File: src/rtl/txbuf_pkg.sv
package txbuf_pkg;
  localparam int LEN_W = 12;

  typedef enum logic [1:0] {
    OWN_IDLE = 2'd0,
    OWN_CPU  = 2'd1,
    OWN_SIE  = 2'd2
  } owner_e;

  typedef struct packed {
    logic takeByte;
    logic handOff;
    logic giveBack;
    logic purge;
  } dpStrobes_t;
endpackage

File: src/rtl/txbuf_ctrl.sv
module txbuf_ctrl
  import txbuf_pkg::*;
#(
  parameter int MAX_PKT   = 64,
  parameter int BUF_BYTES = 256,
  localparam int CNT_W    = $clog2(BUF_BYTES + 1)
) (
  input  logic             clk,
  input  logic             rstN,
  input  logic             dirTx,
  input  logic             contMode,
  input  logic             regWrEn,
  input  logic [15:0]      regWrData,
  input  logic             fifoWrEn,
  input  logic             sieSent,
  input  logic [CNT_W-1:0] count,
  output dpStrobes_t       strb,
  output logic [15:0]      regRdData,
  output logic             overrun,
  output logic             sieOwn
);
  localparam int AUTO_LEVEL = (BUF_BYTES / MAX_PKT) * MAX_PKT;
  localparam logic [CNT_W-1:0] AUTO_M1 = CNT_W'(AUTO_LEVEL - 1);
  localparam logic [CNT_W-1:0] FULL    = CNT_W'(BUF_BYTES);

  owner_e owner;
  logic   valid;
  logic   ready;
  logic   clearCmd;
  logic   validCmd;
  logic   accept;
  logic   autoFire;

  assign ready    = (owner == OWN_CPU);
  assign sieOwn   = (owner == OWN_SIE);
  assign clearCmd = regWrEn && regWrData[14];
  assign validCmd = regWrEn && regWrData[15] && ready && dirTx && !clearCmd;
  assign accept   = fifoWrEn && ready && (count < FULL) && !clearCmd;
  assign autoFire = accept && contMode && dirTx && (count == AUTO_M1);

  always_comb begin
    strb          = '0;
    strb.purge    = clearCmd;
    strb.takeByte = accept;
    strb.handOff  = validCmd || autoFire;
    strb.giveBack = sieOwn && sieSent && !clearCmd;
  end

  always_ff @(posedge clk) begin
    if (!rstN) begin
      owner   <= OWN_IDLE;
      valid   <= 1'b0;
      overrun <= 1'b0;
    end else begin
      if (clearCmd) begin
        owner   <= OWN_CPU;
        valid   <= 1'b0;
        overrun <= 1'b0;
      end else begin
        if (fifoWrEn && !accept) overrun <= 1'b1;
        unique case (owner)
          OWN_IDLE: owner <= OWN_CPU;
          OWN_CPU: if (strb.handOff) begin
            owner <= OWN_SIE;
            valid <= 1'b1;
          end
          OWN_SIE: if (strb.giveBack) begin
            owner <= OWN_CPU;
            valid <= 1'b0;
          end
          default: owner <= OWN_CPU;
        endcase
      end
    end
  end

  assign regRdData = {valid, 1'b0, ready, 1'b0, LEN_W'(count)};

  p_handoff_locks_r3: assert property (@(posedge clk) disable iff (!rstN)
    strb.handOff |=> (!ready && valid && sieOwn));

  p_giveback_r6: assert property (@(posedge clk) disable iff (!rstN)
    strb.giveBack |=> (ready && !valid));

  p_locked_write_r7: assert property (@(posedge clk) disable iff (!rstN)
    (sieOwn && regWrEn && regWrData[15] && !clearCmd && !sieSent) |=> sieOwn);

  p_rx_no_valid_r8: assert property (@(posedge clk) disable iff (!rstN)
    (!dirTx && !valid) |=> !valid);

  p_overrun_sticky_r9: assert property (@(posedge clk) disable iff (!rstN)
    (overrun && !clearCmd) |=> overrun);

  p_clear_r10: assert property (@(posedge clk) disable iff (!rstN)
    clearCmd |=> (ready && !valid && !overrun));
endmodule

File: src/rtl/txbuf_datapath.sv
module txbuf_datapath
  import txbuf_pkg::*;
#(
  parameter int BUF_BYTES = 256,
  localparam int CNT_W    = $clog2(BUF_BYTES + 1),
  localparam int ADDR_W   = $clog2(BUF_BYTES),
  localparam int DEPTH    = 1 << ADDR_W
) (
  input  logic              clk,
  input  logic              rstN,
  input  dpStrobes_t        strb,
  input  logic [7:0]        wrData,
  input  logic [ADDR_W-1:0] rdAddr,
  output logic [7:0]        rdData,
  output logic [CNT_W-1:0]  count,
  output logic [LEN_W-1:0]  sieLen
);
  logic [7:0] mem [DEPTH];

  always_ff @(posedge clk) begin
    if (strb.takeByte && !strb.purge) mem[count[ADDR_W-1:0]] <= wrData;
  end

  always_ff @(posedge clk) begin
    if (!rstN) begin
      count  <= '0;
      sieLen <= '0;
    end else begin
      if (strb.purge || strb.giveBack) count <= '0;
      else if (strb.takeByte) count <= count + CNT_W'(1);
      if (strb.handOff && !strb.purge)
        sieLen <= LEN_W'(count) + LEN_W'(strb.takeByte);
    end
  end

  assign rdData = mem[rdAddr];

  always_ff @(posedge clk) begin
    if (rstN) p_count_cap_r11: assert (count <= CNT_W'(BUF_BYTES));
  end

  p_count_hold_r9: assert property (@(posedge clk) disable iff (!rstN)
    (!strb.takeByte && !strb.purge && !strb.giveBack) |=> $stable(count));

  p_count_step_r2: assert property (@(posedge clk) disable iff (!rstN)
    (strb.takeByte && !strb.purge) |=> (count == $past(count) + CNT_W'(1)));
endmodule

File: src/rtl/txbuf_handoff.sv
module txbuf_handoff
  import txbuf_pkg::*;
#(
  parameter int MAX_PKT   = 64,
  parameter int BUF_BYTES = 256,
  localparam int CNT_W    = $clog2(BUF_BYTES + 1),
  localparam int ADDR_W   = $clog2(BUF_BYTES)
) (
  input  logic              clk,
  input  logic              rstN,
  input  logic              dirTx,
  input  logic              contMode,
  input  logic              regWrEn,
  input  logic [15:0]       regWrData,
  output logic [15:0]       regRdData,
  input  logic              fifoWrEn,
  input  logic [7:0]        fifoWrData,
  output logic              overrun,
  output logic              sieOwn,
  output logic [11:0]       sieLen,
  input  logic [ADDR_W-1:0] sieRdAddr,
  output logic [7:0]        sieRdData,
  input  logic              sieSent
);
  dpStrobes_t       strb;
  logic [CNT_W-1:0] count;

  txbuf_ctrl #(.MAX_PKT(MAX_PKT), .BUF_BYTES(BUF_BYTES)) u_ctrl (
    .clk(clk), .rstN(rstN), .dirTx(dirTx), .contMode(contMode),
    .regWrEn(regWrEn), .regWrData(regWrData), .fifoWrEn(fifoWrEn),
    .sieSent(sieSent), .count(count), .strb(strb),
    .regRdData(regRdData), .overrun(overrun), .sieOwn(sieOwn)
  );

  txbuf_datapath #(.BUF_BYTES(BUF_BYTES)) u_dp (
    .clk(clk), .rstN(rstN), .strb(strb), .wrData(fifoWrData),
    .rdAddr(sieRdAddr), .rdData(sieRdData), .count(count), .sieLen(sieLen)
  );
endmodule

File: config.mk
export PLATFORM = sky130hd
export DESIGN_NAME = txbuf_handoff
export DESIGN_NICKNAME = d
export VERILOG_FILES = /design/src/rtl/txbuf_pkg.sv /design/src/rtl/txbuf_ctrl.sv /design/src/rtl/txbuf_datapath.sv /design/src/rtl/txbuf_handoff.sv
export SDC_FILE = /design/constraint.sdc
export NUM_CORES = 2
export LEC_CHECK = 0
export ABC_AREA = 1
export BUFFER_PORTS_ARGS = -buffer_cell sky130_fd_sc_hd__buf_2
export CAP_MARGIN = 25
export CELL_PAD_IN_SITES_DETAIL_PLACEMENT = 0
export CELL_PAD_IN_SITES_GLOBAL_PLACEMENT = 1
export CORE_UTILIZATION = 25
export DETAILED_ROUTE_END_ITERATION = 12
export PLACE_DENSITY_LB_ADDON = 0.1
export SLEW_MARGIN = 30
export SYNTH_ARGS = -nofsm -noshare
export SYNTH_HDL_FRONTEND = slang
export SYNTH_SLANG_ARGS = --single-unit
File: constraint.sdc
create_clock -name clk -period 7.04 [get_ports clk]
set_clock_uncertainty 0.2 [all_clocks]
set_input_delay 0.704 -clock clk [delete_from_list [all_inputs] [get_ports clk]]
set_output_delay 0.704 -clock clk [all_outputs]
set_load 0.01 [all_outputs]
==> summary.txt <==
netlist area before placement - 84,400 µm²
1st-pass router iterations - 8
vias per cell - 4.53
Clock Power Share - 0.439
Core Rows - 213
sequential power share - 0.500
main flop type after synthesis - edfxtp_1
YS warnings - 0
Max Fanout on Critical Path - 136
Layout Nets - 7,145
DRC viols - 0
synthesized instance count - 7,126
clock latency on the worst-skew pair - 910 ps
period utilization - 0.724
initial antenna violation count - 15
antenna viol nets, final - 0
status - finished clean
RSZ-0062 raised after global routing - false
CORE AREA - 336,000 µm²
Max Fclk - 196 MHz
leak pwr - 32.8 nW
register area share after synthesis - 0.734
maximum vdd drop - 0.227 mV
Setup violations, final - 0
CP Launch Type - primary input
worst hold path class - primary input to flop
final worst setup slack - 1940 ps
Rel. slew slack - 0.266
Final Hold Viols - 0
reg-to-reg startpoint - u_ctrl.owner[1]
number of H-tree levels - 4
Die X - 583 µm
Layout Utilization - 0.289
CTS Root Cell - clkbuf_16
overall power - 0.0271 W
synthesized flop and latch total - 2,071
die area - 340,000 µm²
WL/cell - 24.6 µm
via count - 53,500
CTS resizes - 0
routability cong. - 0.757
crit end category - primary output
Critical Path AT - 4190 ps
Clk pin slew, worst setup/hold paths - 60 ps
PwrDens - 279 nW/µm²
Post-synth EDFFs - 2,048
crit path kind - primary input to primary output
setup repair bufs after CTS - 0
first-iteration detailed-routing DRC count - 3,769
Comb power frac - 0.061
Distinct cells, synth - 25
port bufs - 55
IO Pins - 77
CTS tree - done
most frequent cells in the layout - nand2_1 (2,120), edfxtp_1 (2,048), nand3_1 (2,030), nor2_1 (254), clkbuf_16 (244)
NetSw - 0.00646 W
CTS Buf Count - 242
largest net degree at the start of global routing - 155
Async SR Flop Fraction - 0
worst hold start - fifoWrData[4]
vias in the first global route - 52,600
CP startpoint - sieRdAddr[0]
Final Max Tran Viols - 0
P&R area growth vs syn - 15.2%
clock sinks - 2,071
commonest non-fill, non-tap cell in the layout - nand2_1
total congestion overflow - 0
Worst Path Required - 6140 ps
FF-to-FF path depth - 8
Post-Place Worst Slack - 1850 ps
switch share - 0.238
Final min period - 5100 ps
global-route usage over all layers - 0.168
total wire length - 291 mm
Initial Utilization - 0.251
Longest Clk Path Bufs - 4
internal power - 0.0207 W
Hold Buf Count CTS - 9
critical path capture point - sieRdData[6]
die height - 583 µm
worst reg2reg path endpoint - u_dp.mem[133][4]
first-pass GRT wire length - 411 mm
setup TNS - 0 ps
max-cap viol count - 0
layout cells sized above 1 - 0.0753
Worst-Margin Slew - 1100 ps
dpl hpwl - 160 mm
setup slack, reg-to-reg - 3090 ps
Mean Syn Cell Area - 11.8 µm²
[area by class of cell]
type	count	area, µm²
antenna	8	20.0
clock buffer	306	6340
clock inverter	127	1000
fill	34500	239000
inverter	45	206
multi-input combinational	4518	19800
sequential	2071	62000
tap	4515	5650
timing repair buffer	219	2250
[synthesized netlist by cell type (5+ instances only)]
master    count  share of area
nand2_1    2127          0.095
edfxtp_1   2048           0.73
nand3_1    2035           0.12
nor2_1      264          0.012
buf_2       256          0.015
clkbuf_1    122         0.0054
buf_4        73         0.0065
inv_1        41         0.0018
buf_1        28         0.0012
nor3_1       25         0.0015
dfxtp_1      23         0.0055
buf_6        18         0.0024
o21ai_0      18         0.0011
a21oi_1      17         0.0010
ha_1          9         0.0013
nand4_1       7        0.00052
xor2_1        5        0.00052
[power by group through the flow]
stage | registers, W | clock network [W] | logic (W)
6_report | 0.0136 | 0.0119 | 0.00165
3_5_place_dp | 0.0138 | 0 | 0.00170
5_1_grt | 0.0136 | 0.0127 | 0.00181
3_3_place_gp | 0.0138 | 0 | 0.00170
2_1_floorplan | 0.0138 | 0 | 0.000833
4_1_cts | 0.0136 | 0.0123 | 0.00171
[through the flow]
step / hold slack (ps) / std cells / area (µm²)
after floorplan: 253 / 7132 / 84500
after global placement: 258 / 11400 / 89600
after detailed placement: 263 / 11400 / 89700
after CTS: 50.1 / 11800 / 97100
after global routing: 113 / 11800 / 97200
final: 144 / 11800 / 97300
[worst min path at each step]
stage,slack (ps),cells after the start,endpoint
CTS,50,6,u_dp.sieLen[3]
floorplan,250,2,u_ctrl.owner[1]
global route,110,1,u_dp.mem[37][5]
global placement,260,2,u_ctrl.overrun
detailed placement,260,2,u_ctrl.overrun
finish,140,1,u_dp.mem[51][4]
[cell families (layout without fill, tap and decap cells)]
kind of cell	Yosys count	after routing	synth area share
adders and majority gates	9	9	0.00133
AOI/OAI and AO/OA	38	38	0.00236
other	1	15	0.0000444
DFF	2071	2071	0.734
xor gates and xnor gates	6	6	0.000622
and+or+nand+nor	4458	4458	0.229
buffers and inverters	543	697	0.0329
[critical path: stages]
cell     delay (ps)
buf_8           210
inv_16          620
buf_4           350
buf_4           300
nand2_1          80
nand3_1          70
nand3_1         100
nand3_1         180
nand3_1         200
nand3_1         120
nand3_1         220
nand2_1         150
nand2_1         230
nand2_1         300
buf_2           180
[layer usage]
metal / global-route usage / up-vias / part of all wire
met4: 0.0360 / 0 / 0.020
met1: 0.231 / 26900 / 0.46
met5: 0 / - / 0
li1: - / 25300 / -
met2: 0.283 / 981 / 0.48
met3: 0.0203 / 320 / 0.038
[registers in the layout (all words and copies together), names as in the netlist]
signal	count
u_ctrl.owner	2
u_ctrl.valid	1
u_dp.count	9
u_dp.sieLen	10
u_ctrl.overrun	1
u_dp.mem	2048
Note: power is estimated with default switching activity, not from simulation.
